$ cat src/rtl/ptw_pkg.sv
package ptw_pkg;

  // descriptor type field, bits [1:0]
  typedef enum logic [1:0] {
    ET_INVALID = 2'd0,
    ET_TABLE   = 2'd1,
    ET_LEAF    = 2'd2,
    ET_RSVD    = 2'd3
  } etype_e;

  typedef enum logic [2:0] {
    ST_IDLE,
    ST_FETCH,
    ST_WAIT,
    ST_DECODE,
    ST_DONE
  } wstate_e;

  localparam logic [1:0] LVL_CTX  = 2'd0;
  localparam logic [1:0] LVL_LAST = 2'd3;

endpackage

$ cat src/rtl/ptw_desc_class.sv
module ptw_desc_class
  import ptw_pkg::*;
#(
  parameter int DESC_W = 32
) (
  input  logic [DESC_W-1:0] desc,
  output etype_e            etype,
  output logic              is_table,
  output logic              is_leaf
);

  always_comb begin
    etype    = etype_e'(desc[1:0]);
    is_table = (etype == ET_TABLE);
    is_leaf  = (etype == ET_LEAF);
  end

endmodule

$ cat src/rtl/ptw_addr_gen.sv
module ptw_addr_gen #(
  parameter int ADDR_W    = 32,
  parameter int CTX_W     = 8,
  parameter int SH1       = 24,
  parameter int SH2       = 18,
  parameter int SH3       = 12,
  parameter int PTD_SHIFT = 4
) (
  input  logic [ADDR_W-1:0] ctx_base,
  input  logic [CTX_W-1:0]  ctx,
  input  logic [ADDR_W-1:0] vaddr,
  input  logic [ADDR_W-1:0] desc,
  input  logic [1:0]        tbl_level,
  output logic [ADDR_W-1:0] ctx_addr,
  output logic [ADDR_W-1:0] next_addr
);

  localparam int ENTRY_SH = 2;
  localparam logic [ADDR_W-1:0] PTD_LOW = (ADDR_W'(1) << PTD_SHIFT) - ADDR_W'(1);

  logic [ADDR_W-1:0] idx;
  logic [ADDR_W-1:0] tbl_base;

  always_comb begin
    case (tbl_level)
      2'd1:    idx = ADDR_W'(vaddr[ADDR_W-1:SH1]);
      2'd2:    idx = ADDR_W'(vaddr[SH1-1:SH2]);
      2'd3:    idx = ADDR_W'(vaddr[SH2-1:SH3]);
      default: idx = '0;
    endcase
    tbl_base  = (desc & ~PTD_LOW) << PTD_SHIFT;
    next_addr = tbl_base + (idx << ENTRY_SH);
    ctx_addr  = ctx_base + (ADDR_W'(ctx) << ENTRY_SH);
  end

endmodule

$ cat src/rtl/ptw_phys_compose.sv
module ptw_phys_compose #(
  parameter int ADDR_W    = 32,
  parameter int SH1       = 24,
  parameter int SH2       = 18,
  parameter int SH3       = 12,
  parameter int PTD_SHIFT = 4,
  parameter int PPN_LO    = 8
) (
  input  logic [1:0]        level,
  input  logic [ADDR_W-1:0] vaddr,
  input  logic [ADDR_W-1:0] pte,
  output logic [ADDR_W-1:0] paddr,
  output logic [ADDR_W-1:0] page_base
);

  localparam logic [ADDR_W-1:0] PPN_MASK = ~((ADDR_W'(1) << PPN_LO) - ADDR_W'(1));
  localparam logic [ADDR_W-1:0] OFF1 = (ADDR_W'(1) << SH1) - ADDR_W'(1);
  localparam logic [ADDR_W-1:0] OFF2 = (ADDR_W'(1) << SH2) - ADDR_W'(1);
  localparam logic [ADDR_W-1:0] OFF3 = (ADDR_W'(1) << SH3) - ADDR_W'(1);

  logic [ADDR_W-1:0] hi;

  always_comb begin
    page_base = pte & PPN_MASK;
    hi        = page_base << PTD_SHIFT;
    case (level)
      2'd1:    paddr = (vaddr & OFF1) | hi;
      2'd2:    paddr = (vaddr & OFF2) | hi;
      2'd3:    paddr = (vaddr & OFF3) | hi;
      default: paddr = vaddr;
    endcase
  end

endmodule

$ cat src/rtl/ptw_engine.sv
module ptw_engine
  import ptw_pkg::*;
#(
  parameter int ADDR_W    = 32,
  parameter int CTX_W     = 8,
  parameter int IDX1_W    = 8,
  parameter int IDX2_W    = 6,
  parameter int IDX3_W    = 6,
  parameter int PTD_SHIFT = 4,
  parameter int PPN_LO    = 8
) (
  input  logic              clk,
  input  logic              rst,
  input  logic              req_valid,
  output logic              req_ready,
  input  logic [ADDR_W-1:0] req_vaddr,
  input  logic [CTX_W-1:0]  req_ctx,
  input  logic [ADDR_W-1:0] req_ctx_base,
  output logic              mem_req_valid,
  input  logic              mem_req_ready,
  output logic [ADDR_W-1:0] mem_req_addr,
  input  logic              mem_rsp_valid,
  input  logic [ADDR_W-1:0] mem_rsp_data,
  input  logic              mem_rsp_err,
  output logic              rsp_valid,
  output logic              rsp_fault,
  output logic [1:0]        rsp_level,
  output logic [ADDR_W-1:0] rsp_paddr,
  output logic [ADDR_W-1:0] rsp_pte,
  output logic [ADDR_W-1:0] rsp_page_base
);

  localparam int SH3 = ADDR_W - IDX1_W - IDX2_W - IDX3_W;
  localparam int SH2 = SH3 + IDX3_W;
  localparam int SH1 = SH2 + IDX2_W;

  wstate_e           state, st_n;
  logic [1:0]        lvl_q;
  logic [ADDR_W-1:0] va_q, addr_q, desc_q;
  logic              err_q;

  etype_e            etype;
  logic              is_table, is_leaf;
  logic [ADDR_W-1:0] ctx_addr, next_addr, cmp_paddr, cmp_pbase;

  logic              done_now, done_fault, advance;
  logic [1:0]        done_level;
  logic [ADDR_W-1:0] done_paddr, done_pte, done_pbase;

  ptw_desc_class #(.DESC_W(ADDR_W)) u_class (
    .desc     (desc_q),
    .etype    (etype),
    .is_table (is_table),
    .is_leaf  (is_leaf)
  );

  ptw_addr_gen #(
    .ADDR_W(ADDR_W), .CTX_W(CTX_W), .SH1(SH1), .SH2(SH2), .SH3(SH3),
    .PTD_SHIFT(PTD_SHIFT)
  ) u_addr (
    .ctx_base  (req_ctx_base),
    .ctx       (req_ctx),
    .vaddr     (va_q),
    .desc      (desc_q),
    .tbl_level (lvl_q + 2'd1),
    .ctx_addr  (ctx_addr),
    .next_addr (next_addr)
  );

  ptw_phys_compose #(
    .ADDR_W(ADDR_W), .SH1(SH1), .SH2(SH2), .SH3(SH3),
    .PTD_SHIFT(PTD_SHIFT), .PPN_LO(PPN_LO)
  ) u_comp (
    .level     (lvl_q),
    .vaddr     (va_q),
    .pte       (desc_q),
    .paddr     (cmp_paddr),
    .page_base (cmp_pbase)
  );

  assign req_ready     = (state == ST_IDLE);
  assign mem_req_valid = (state == ST_FETCH);
  assign mem_req_addr  = addr_q;

  // next state and walk outcome
  always_comb begin
    st_n       = state;
    done_now   = 1'b0;
    done_fault = 1'b1;
    done_level = LVL_CTX;
    done_paddr = '0;
    done_pte   = '0;
    done_pbase = '0;
    advance    = 1'b0;
    case (state)
      ST_IDLE: begin
        if (req_valid) begin
          if (req_ctx_base == '0) begin
            done_now = 1'b1;
            st_n     = ST_DONE;
          end else begin
            st_n = ST_FETCH;
          end
        end
      end
      ST_FETCH: if (mem_req_ready) st_n = ST_WAIT;
      ST_WAIT:  if (mem_rsp_valid) st_n = ST_DECODE;
      ST_DECODE: begin
        st_n       = ST_DONE;
        done_now   = 1'b1;
        done_level = lvl_q;
        if (!err_q) begin
          done_pte = desc_q;
          if (is_leaf) begin
            done_fault = 1'b0;
            done_paddr = cmp_paddr;
            done_pbase = cmp_pbase;
          end else if (is_table && lvl_q != LVL_LAST) begin
            advance  = 1'b1;
            done_now = 1'b0;
            st_n     = ST_FETCH;
          end
        end
      end
      ST_DONE: st_n = ST_IDLE;
      default: st_n = ST_IDLE;
    endcase
  end

  always_ff @(posedge clk) begin
    if (rst) begin
      state         <= ST_IDLE;
      lvl_q         <= LVL_CTX;
      va_q          <= '0;
      addr_q        <= '0;
      desc_q        <= '0;
      err_q         <= 1'b0;
      rsp_valid     <= 1'b0;
      rsp_fault     <= 1'b0;
      rsp_level     <= LVL_CTX;
      rsp_paddr     <= '0;
      rsp_pte       <= '0;
      rsp_page_base <= '0;
    end else begin
      state     <= st_n;
      rsp_valid <= done_now;
      if (done_now) begin
        rsp_fault     <= done_fault;
        rsp_level     <= done_level;
        rsp_paddr     <= done_paddr;
        rsp_pte       <= done_pte;
        rsp_page_base <= done_pbase;
      end
      if (state == ST_IDLE && req_valid) begin
        va_q   <= req_vaddr;
        lvl_q  <= LVL_CTX;
        addr_q <= ctx_addr;
      end
      if (state == ST_WAIT && mem_rsp_valid) begin
        desc_q <= mem_rsp_data;
        err_q  <= mem_rsp_err;
      end
      if (advance) begin
        addr_q <= next_addr;
        lvl_q  <= lvl_q + 2'd1;
      end
    end
  end

  AST_ZERO_BASE: assert property (@(posedge clk) disable iff (rst)
    (req_valid && req_ready && req_ctx_base == '0) |=> (rsp_valid && rsp_fault && !mem_req_valid));

  AST_CTX_ADDR: assert property (@(posedge clk) disable iff (rst)
    (req_valid && req_ready && req_ctx_base != '0) |=>
      (mem_req_valid && mem_req_addr == $past(req_ctx_base) + (ADDR_W'($past(req_ctx)) << 2)));

  AST_CTX_PASS: assert property (@(posedge clk) disable iff (rst)
    (rsp_valid && !rsp_fault && rsp_level == LVL_CTX) |-> (rsp_paddr == va_q));

  AST_FAULT_ZERO: assert property (@(posedge clk) disable iff (rst)
    (rsp_valid && rsp_fault) |-> (rsp_paddr == '0 && rsp_page_base == '0));

  AST_RSP_PULSE: assert property (@(posedge clk) disable iff (rst)
    rsp_valid |=> !rsp_valid);

  AST_REQ_HOLD: assert property (@(posedge clk) disable iff (rst)
    (mem_req_valid && !mem_req_ready) |=> (mem_req_valid && $stable(mem_req_addr)));

  AST_ONE_OUTSTANDING: assert property (@(posedge clk) disable iff (rst)
    (mem_req_valid && mem_req_ready) |=> !mem_req_valid);

endmodule

$ cat config.mk
export PLATFORM = sky130hd
export DESIGN_NAME = ptw_engine
export DESIGN_NICKNAME = d
export VERILOG_FILES = /design/src/rtl/ptw_pkg.sv /design/src/rtl/ptw_desc_class.sv /design/src/rtl/ptw_addr_gen.sv /design/src/rtl/ptw_phys_compose.sv /design/src/rtl/ptw_engine.sv
export SDC_FILE = /design/constraint.sdc
export NUM_CORES = 1
export LEC_CHECK = 0
export BUFFER_PORTS_ARGS = -buffer_cell sky130_fd_sc_hd__buf_4
export CELL_PAD_IN_SITES_DETAIL_PLACEMENT = 0
export CELL_PAD_IN_SITES_GLOBAL_PLACEMENT = 1
export CORE_AREA = 8 8 167 169
export CTS_BUF_LIST = sky130_fd_sc_hd__clkbuf_4
export DETAILED_ROUTE_END_ITERATION = 8
export DIE_AREA = 0 0 175 177
export PLACE_DENSITY_LB_ADDON = 0.3
export SYNTH_ARGS = -nofsm -noshare
export SYNTH_HDL_FRONTEND = slang
export SYNTH_SLANG_ARGS = --single-unit
$ cat constraint.sdc
create_clock -name clk -period 3.1 [get_ports clk]
set_input_delay 0.93 -clock clk [delete_from_list [all_inputs] [get_ports clk]]
set_output_delay 0.93 -clock clk [all_outputs]
set_load 0.02 [all_outputs]
==> results by group, run 1 <==
STA
  • Setup violators final: 0
  • RSZ-0062 raised after global routing: false
  • Setup tns final: 0 ps
  • Relative slew slack: 56.4%
  • Max Clk Rate: 0.344 GHz
  • Post-route setup slack: 193 ps
  • Slew Limit Fails: 0
  • Final Skew: 34.3 ps
  • Crit share post-route: 93.8%
  • Worst-Margin Slew: 651 ps
  • Fin. Hold Viols: 0
  • Post-layout min period: 2910 ps

Floorplan
  • Starting density of the core: 34.2%
  • Row count: 59
  • Die area: 31000 µm²
  • Die height: 177 µm
  • IO Count: 244
  • Core Area: 25500 µm²
  • Die Wd: 175 µm

Synthesis
  • Synth Cell Area: 8700 µm²
  • Synth warnings: 0
  • #FFs+latches synth: 194
  • Register area share after synthesis: 44.6%
  • Asr flop ratio synth: 0%
  • Number of synthesized flops with an enable pin: 0
  • Syn_area_per_cell: 8.23 µm²
  • Distinct cell type count after synthesis: 65
  • Synth Flop Type: dfxtp_1
  • Synthesized instance count: 1057

Detailed routing
  • First-pass DRT Iterations: 5
  • Vias per cell: 5.24
  • Average wire per standard cell: 20.1 µm
  • # DRC: 0
  • DRT Wirelength: 32500 µm
  • Vias post-DR: 8442
  • DR iter-0 viols: 687
  • Post-route ant nets: 0

Finish
  • Share of post-route cells with drive strength above 1: 25.6%
  • Area added between synthesis and finish: 28.5%
  • Design Area, Final: 11200 µm²
  • Post-route insts no fill: 1612
  • Nets: 1389

Clock network
  • TritonCTS Buffers: 17
  • Clock Tree Buf Depth: 2
  • Clk_lat worst skew: 600 ps
  • # hold bufs at CTS: 0
  • CTS clk-pin slew, worst paths: 180 ps
  • CTS sink count: 194
  • Root buffer selected by CTS: clkbuf_4
  • CTS tree: built
  • H-tree depth: 4

Power and ir drop
  • Total power per unit cell area: 433 nW/µm²
  • Worst VDD drop: 0.265 mV
  • Final Power: 4.84 mW
  • P_leak: 4.44 nW

Placed design
  • DP Area: 10900 µm²
  • Port bufs: 235
  • DPL Wire Length: 23400 µm
  • Final GP Congestion: 0.854
  • Post-placement cell count: 1578
  • Dpl ws: 66.0 ps

Setup path
  • CP arrival: 3430 ps
  • Worst Path Required: 3630 ps
  • CP Capture Type: flip-flop
  • Critical path peak fanout: 5
  • Crit path kind: flip-flop to flip-flop
  • Startpoint types: flip-flop

Global route
  • Vias in the first global route: 8241
  • Antenna violations before repair: 3
  • First-pass GRT wire length: 48800 µm
  • GR Overflow Total: 0
  • GRT Resource Usage Total: 20.1%
  • Pin count of the biggest net entering global routing: 84

Hold path
  • Hold Path Class: flip-flop to flip-flop

Job
  • Max-cap viol count: 0

Run status
  • Outcome: completed
critical path: stages, from the launching register on:
cell and delay (ps):
dfxtp_1 380, inv_1 140, ha_1 180, and2_1 140
ha_1 180, inv_1 60, fa_1 410, nand4b_2 230
or3_4 450, nor3b_1 250, xor2_1 210, nor2_1 70
o22ai_1 170
timing repair:
action	CTS	global route
setup endpoints to repair	0	4
buffers inserted	0	0
resized for setup	0	3
metrics by stage:
step | hold slack [ps] | utilization [%]
global route | 484 | 43.9
detailed placement | 446 | 42.6
finish | 466 | 43.9
CTS | 467 | 43.8
global placement | 439 | 42.6
floorplan | 436 | -
per-layer routing:
metal  GRT usage [%]  vias up  part of all wire [%]
li1                -     4115                     -
met1            26.3     4013                    44
met2            32.0      295                    46
met3            6.59       17                   9.0
met4            3.96        2                  0.92
met5               0        -                 0.040
area by class of cell:
| class | instances | area (µm²) |
|---|---|---|
| antenna | 2 | 5.00 |
| inverter | 12 | 45.0 |
| tap | 335 | 419 |
| fill | 2630 | 14300 |
| clock inverter | 15 | 180 |
| timing repair buffer | 270 | 2070 |
| sequential | 194 | 3880 |
| clock buffer | 17 | 128 |
| multi-input combinational | 767 | 4450 |
cell usage after synthesis (3+ instances only):
cell type	n	area, µm²
mux2i_1	4	40.0
o2111ai_1	6	52.6
o22ai_1	5	31.3
xnor2_1	18	158
buf_4	8	60.1
a21oi_1	124	621
nand3_1	42	210
buf_2	29	145
dfxtp_1	194	3880
and2_1	7	43.8
clkbuf_1	52	195
inv_1	12	45.0
and3_1	6	37.5
o211ai_1	3	22.5
a22oi_1	51	383
a21o_1	4	30.0
nor3b_1	3	22.5
nand4_1	4	25.0
o21ai_0	21	105
nor2_1	109	409
and4_1	5	43.8
o221ai_1	4	35.0
a222oi_1	14	140
or3_1	7	43.8
a31oi_1	3	18.8
a22o_1	13	114
a211oi_1	8	60.1
a221oi_1	4	35.0
nor3_2	5	50.1
ha_1	15	188
xor2_1	27	236
nor4_1	12	75.1
nor3_1	9	45.0
nand2_1	191	717
sequential cells by signal, summed over array words and instances, names as in the netlist:
name           flops
rsp_level          2
rsp_fault          1
lvl_q              2
rsp_page_base     24
rsp_paddr         32
err_q              1
state              3
desc_q            32
rsp_pte           32
va_q              32
mem_req_addr      32
rsp_valid          1
cells in the final DEF, fill, tap and decap left out, drive strengths merged, types with 14 or more instances in the layout:
| cell type | Yosys | routed |
|---|---|---|
| buf | 39 | 270 |
| nand3 | 43 | 43 |
| ha | 15 | 15 |
| nor2 | 109 | 109 |
| dfxtp | 194 | 194 |
| nand2 | 192 | 192 |
| xnor2 | 18 | 18 |
| o21ai | 21 | 21 |
| a22oi | 51 | 51 |
| nor3 | 14 | 14 |
| a222oi | 14 | 14 |
| inv | 12 | 21 |
| xor2 | 27 | 27 |
| clkbuf | 52 | 17 |
| a21oi | 125 | 125 |
power breakdown:
group / leakage [nW] / total (mW) / switching, mW / internal (mW)
Clock: 0.165 / 1.44 / 1.05 / 0.390
Sequential: 1.57 / 2.66 / 0.0771 / 2.58
Combinational: 2.70 / 0.742 / 0.436 / 0.306
Total: 4.44 / 4.84 / 1.57 / 3.28
cell families after synthesis:
kind of cell | Yosys count | share of synthesized area (%)
muxes | 5 | 0.590
other | 1 | 0.0431
buffers and inverters | 103 | 5.21
and+or+nand+nor | 415 | 21.6
adders and majority gates | 17 | 2.62
AOI/OAI and AO/OA | 277 | 20.8
DFF | 194 | 44.6
xor gates and xnor gates | 45 | 4.53
worst paths after layout:
| check | end | slack, ps | startpoint | depth (start not counted) |
|---|---|---|---|---|
| worst max-delay path | mem_req_addr[28] | 190 | lvl_q[0] | 12 |
| worst max register to register | mem_req_addr[28] | 190 | lvl_q[0] | 12 |
| worst min register to register | va_q[3] | 470 | va_q[3] | 2 |
| worst min-delay path | va_q[3] | 470 | va_q[3] | 2 |
(Power assumes the default switching activity.)
==> run 2: changes to the inputs <==
- CORE_AREA: 8 8 167 169 -> 8 8 157 159
- DIE_AREA: 0 0 175 177 -> 0 0 165 167
- clock period: 3.1 -> 3.5 ns (I/O delays scaled with it)
==> run 2 against run 1 <==
- clock-buffer cell count stayed put
- sequential share of layout area is 0.47 points higher
- routed wire length is 5.9% lower
- fmax is 8.6% lower
- highest routed layer unchanged
- critical path type unchanged
- combinational power is 14% lower
==> results by group, run 2 (same netlist as run 1, synthesis figures left out) <==
Setup path
  • R2R cell count: 12 (unchanged)
  • Cell mode on critical path: inv_1
  • Register-to-register path setup slack: 320 ps (+130 ps)
  • Worst reg2reg path endpoint: mem_req_addr[30]
  • CP delay by family, top: simple AND/OR/NAND/NOR gates
  • CP Capture Type: flip-flop
  • Startpoint types: flip-flop
  • Cell chain of the critical path: inv_1 -> ha_2 -> and2_1 -> ha_1 -> inv_1 -> fa_1 -> nand4b_4 -> or3_1 -> nor3_1 -> xnor2_1 -> a221oi_2 -> nor2_1
  • Worst R2R Start: lvl_q[1]
  • Crit path kind: flip-flop to flip-flop
  • Crit path buf inv count: 2 (unchanged)
  • Max stage delay on crit path: 480 ps (+30 ps)
  • Worst Path Required: 3990 ps (+360 ps)
  • Worst path slowest cell: or3_1
  • Critical path peak fanout: 8 (+3)
  • CP arrival: 3670 ps (+240 ps)
  • Setup crit start: lvl_q[1]

Clock network
  • CTS tree: built
  • Clk_lat worst skew: 600 ps (about the same)
  • TritonCTS Buffers: 17 (unchanged)
  • # hold bufs at CTS: 0 (unchanged)
  • Root buffer selected by CTS: clkbuf_4
  • Clock Tree Buf Depth: 2 (unchanged)
  • CTS clk-pin slew, worst paths: 190 ps (about the same)
  • Post-CTS Setup Bufs: 0 (unchanged)
  • CTS sink count: 194 (unchanged)
  • H-tree depth: 4 (unchanged)

Detailed routing
  • # DRC: 0 (unchanged)
  • Post-route ant nets: 0 (unchanged)
  • Average wire per standard cell: 19.7 µm (-2.1%)
  • Vias post-DR: 8371 (-0.84%)
  • DR iter-0 viols: 886 (+29%)
  • First-pass DRT Iterations: 8 (+3)
  • DRT Wirelength: 30500 µm (-5.9%)
  • Vias per cell: 5.40 (+3.2%)

Run status
  • Outcome: completed

Floorplan
  • Core Area: 22200 µm² (-13%)
  • Die area: 27600 µm² (-11%)
  • Row count: 55 (-6.8%)
  • Starting density of the core: 39.1% (+5.0 points)
  • Die Wd: 165 µm (-5.7%)
  • Die height: 167 µm (-5.6%)
  • IO Count: 244 (unchanged)

STA
  • Setup violators final: 0 (unchanged)
  • Post-layout min period: 3180 ps (+275 ps)
  • RSZ-0062 raised after global routing: false
  • Worst-Margin Slew: 740 ps (+88.7 ps)
  • Max Clk Rate: 0.314 GHz (-8.6%)
  • Fin. Hold Viols: 0 (unchanged)
  • Final Skew: 34.9 ps (+0.651 ps)
  • Crit share post-route: 90.9% (-2.9 points)
  • Relative slew slack: 50.5% (-5.9 points)
  • Post-route setup slack: 318 ps (+125 ps)
  • Slew Limit Fails: 0 (unchanged)
  • Setup tns final: 0 ps (unchanged)

Finish
  • Share of post-route cells with drive strength above 1: 24.6% (-1.0 points)
  • Nets: 1376 (-0.94%)
  • Area added between synthesis and finish: 26.8%
  • Most common cell after layout, fill and taps aside: buf_4
  • Most frequent cells in the layout: 253 x buf_4, 194 x dfxtp_1, 191 x nand2_1

Power and ir drop
  • Final Power: 4.30 mW (-11%)
  • Part of the power in registers: 54.8% (about the same)
  • Gate power share: 14.8% (-0.5 points)
  • Int Pwr: 2.91 mW (-11%)
  • Worst VDD drop: 0.207 mV (-22%)
  • P_leak: 4.39 nW (-1.1%)
  • Total power per unit cell area: 390 nW/µm² (-10%)
  • NetSw: 1.39 mW (-11%)
  • Switching share of power: 32.3% (about the same)
  • Clk pwr share: 30.4% (+0.6 points)

Placed design
  • DPL Wire Length: 22000 µm (-5.8%)
  • Final GP Congestion: 0.848 (-0.73%)
  • Dpl ws: 216 ps (+150 ps)
  • Port bufs: 235 (unchanged)

Hold path
  • Hold path cells: 2 (unchanged)
  • Hold Path Class: flip-flop to flip-flop
  • Hold endpoint: rsp_pte[9]
  • HP Start: rsp_pte[9]

Global route
  • Pin count of the biggest net entering global routing: 117 (+39%)
  • GR Overflow Total: 0 (unchanged)
  • Antenna violations before repair: 3 (unchanged)
  • Vias in the first global route: 8116 (-1.5%)
  • GRT Resource Usage Total: 21.6% (+1.5 points)
  • First-pass GRT wire length: 46600 µm (-4.4%)

Job
  • Max-cap viol count: 0 (unchanged)
[run 2: worst max path at each step]
stage,end,slack [ps],depth (start not counted)
2_1_floorplan,mem_req_addr[30],630,12
3_3_place_gp,mem_req_addr[30],290,12
3_5_place_dp,mem_req_addr[30],220,12
4_1_cts,mem_req_addr[28],190,12
5_1_grt,mem_req_addr[30],90,12
6_report,mem_req_addr[30],320,12
[run 2: layer usage]
| layer | track usage (%) | wire length (µm) | up-vias |
|---|---|---|---|
| li1 | - | - | 4100 |
| met1 | 28.7 | 13400 | 3929 |
| met2 | 32.9 | 13900 | 309 |
| met3 | 6.90 | 2750 | 31 |
| met4 | 6.00 | 517 | 2 |
| met5 | 0 | 13 | - |
[run 2: power groups by stage]
stage                     Sequential (mW)  Clock (mW)  Combinational [mW]
after detailed placement             2.40           0               0.635
after CTS                            2.36        1.35               0.638
after floorplan                      2.42           0               0.324
after global routing                 2.37        1.44               0.696
after global placement               2.40           0               0.635
final                                2.36        1.31               0.635
[run 2: per-stage QoR]
| stage | hold WS, ps | utilization (%) | instance area [µm²] | instances |
|---|---|---|---|---|
| after global placement | 438 | 48.1 | 10700 | 1515 |
| after global routing | 485 | 49.6 | 11000 | 1549 |
| after CTS | 468 | 49.6 | 11000 | 1547 |
| after floorplan | 436 | - | 8730 | 1064 |
| after detailed placement | 446 | 48.1 | 10700 | 1515 |
| final | 463 | 49.6 | 11000 | 1549 |
[run 2: cell type report]
| class | instances | area (µm²) |
|---|---|---|
| fillers | 2217 | 11200 |
| multi-input cells | 767 | 4450 |
| flip-flops and latches | 194 | 3880 |
| repair buffers | 257 | 1970 |
| well taps | 285 | 357 |
| clock inverters | 15 | 196 |
| clock buffers | 17 | 128 |
| inverters | 12 | 45.0 |
| diodes | 2 | 5.00 |
[run 2: what timing repair did]
action                                 4_1_cts  5_1_grt
setup endpoints to repair                    0        2
resized for setup                            0        2
endpoints found under the hold margin        0        0
[run 2: worst min-delay path, delay by kind of cell (launching register included)]
family | cells | cell delay, ps
AO/OA/AOI/OAI | 1 | 50
flip-flops | 1 | 350
AND/OR/NAND/NOR | 1 | 50
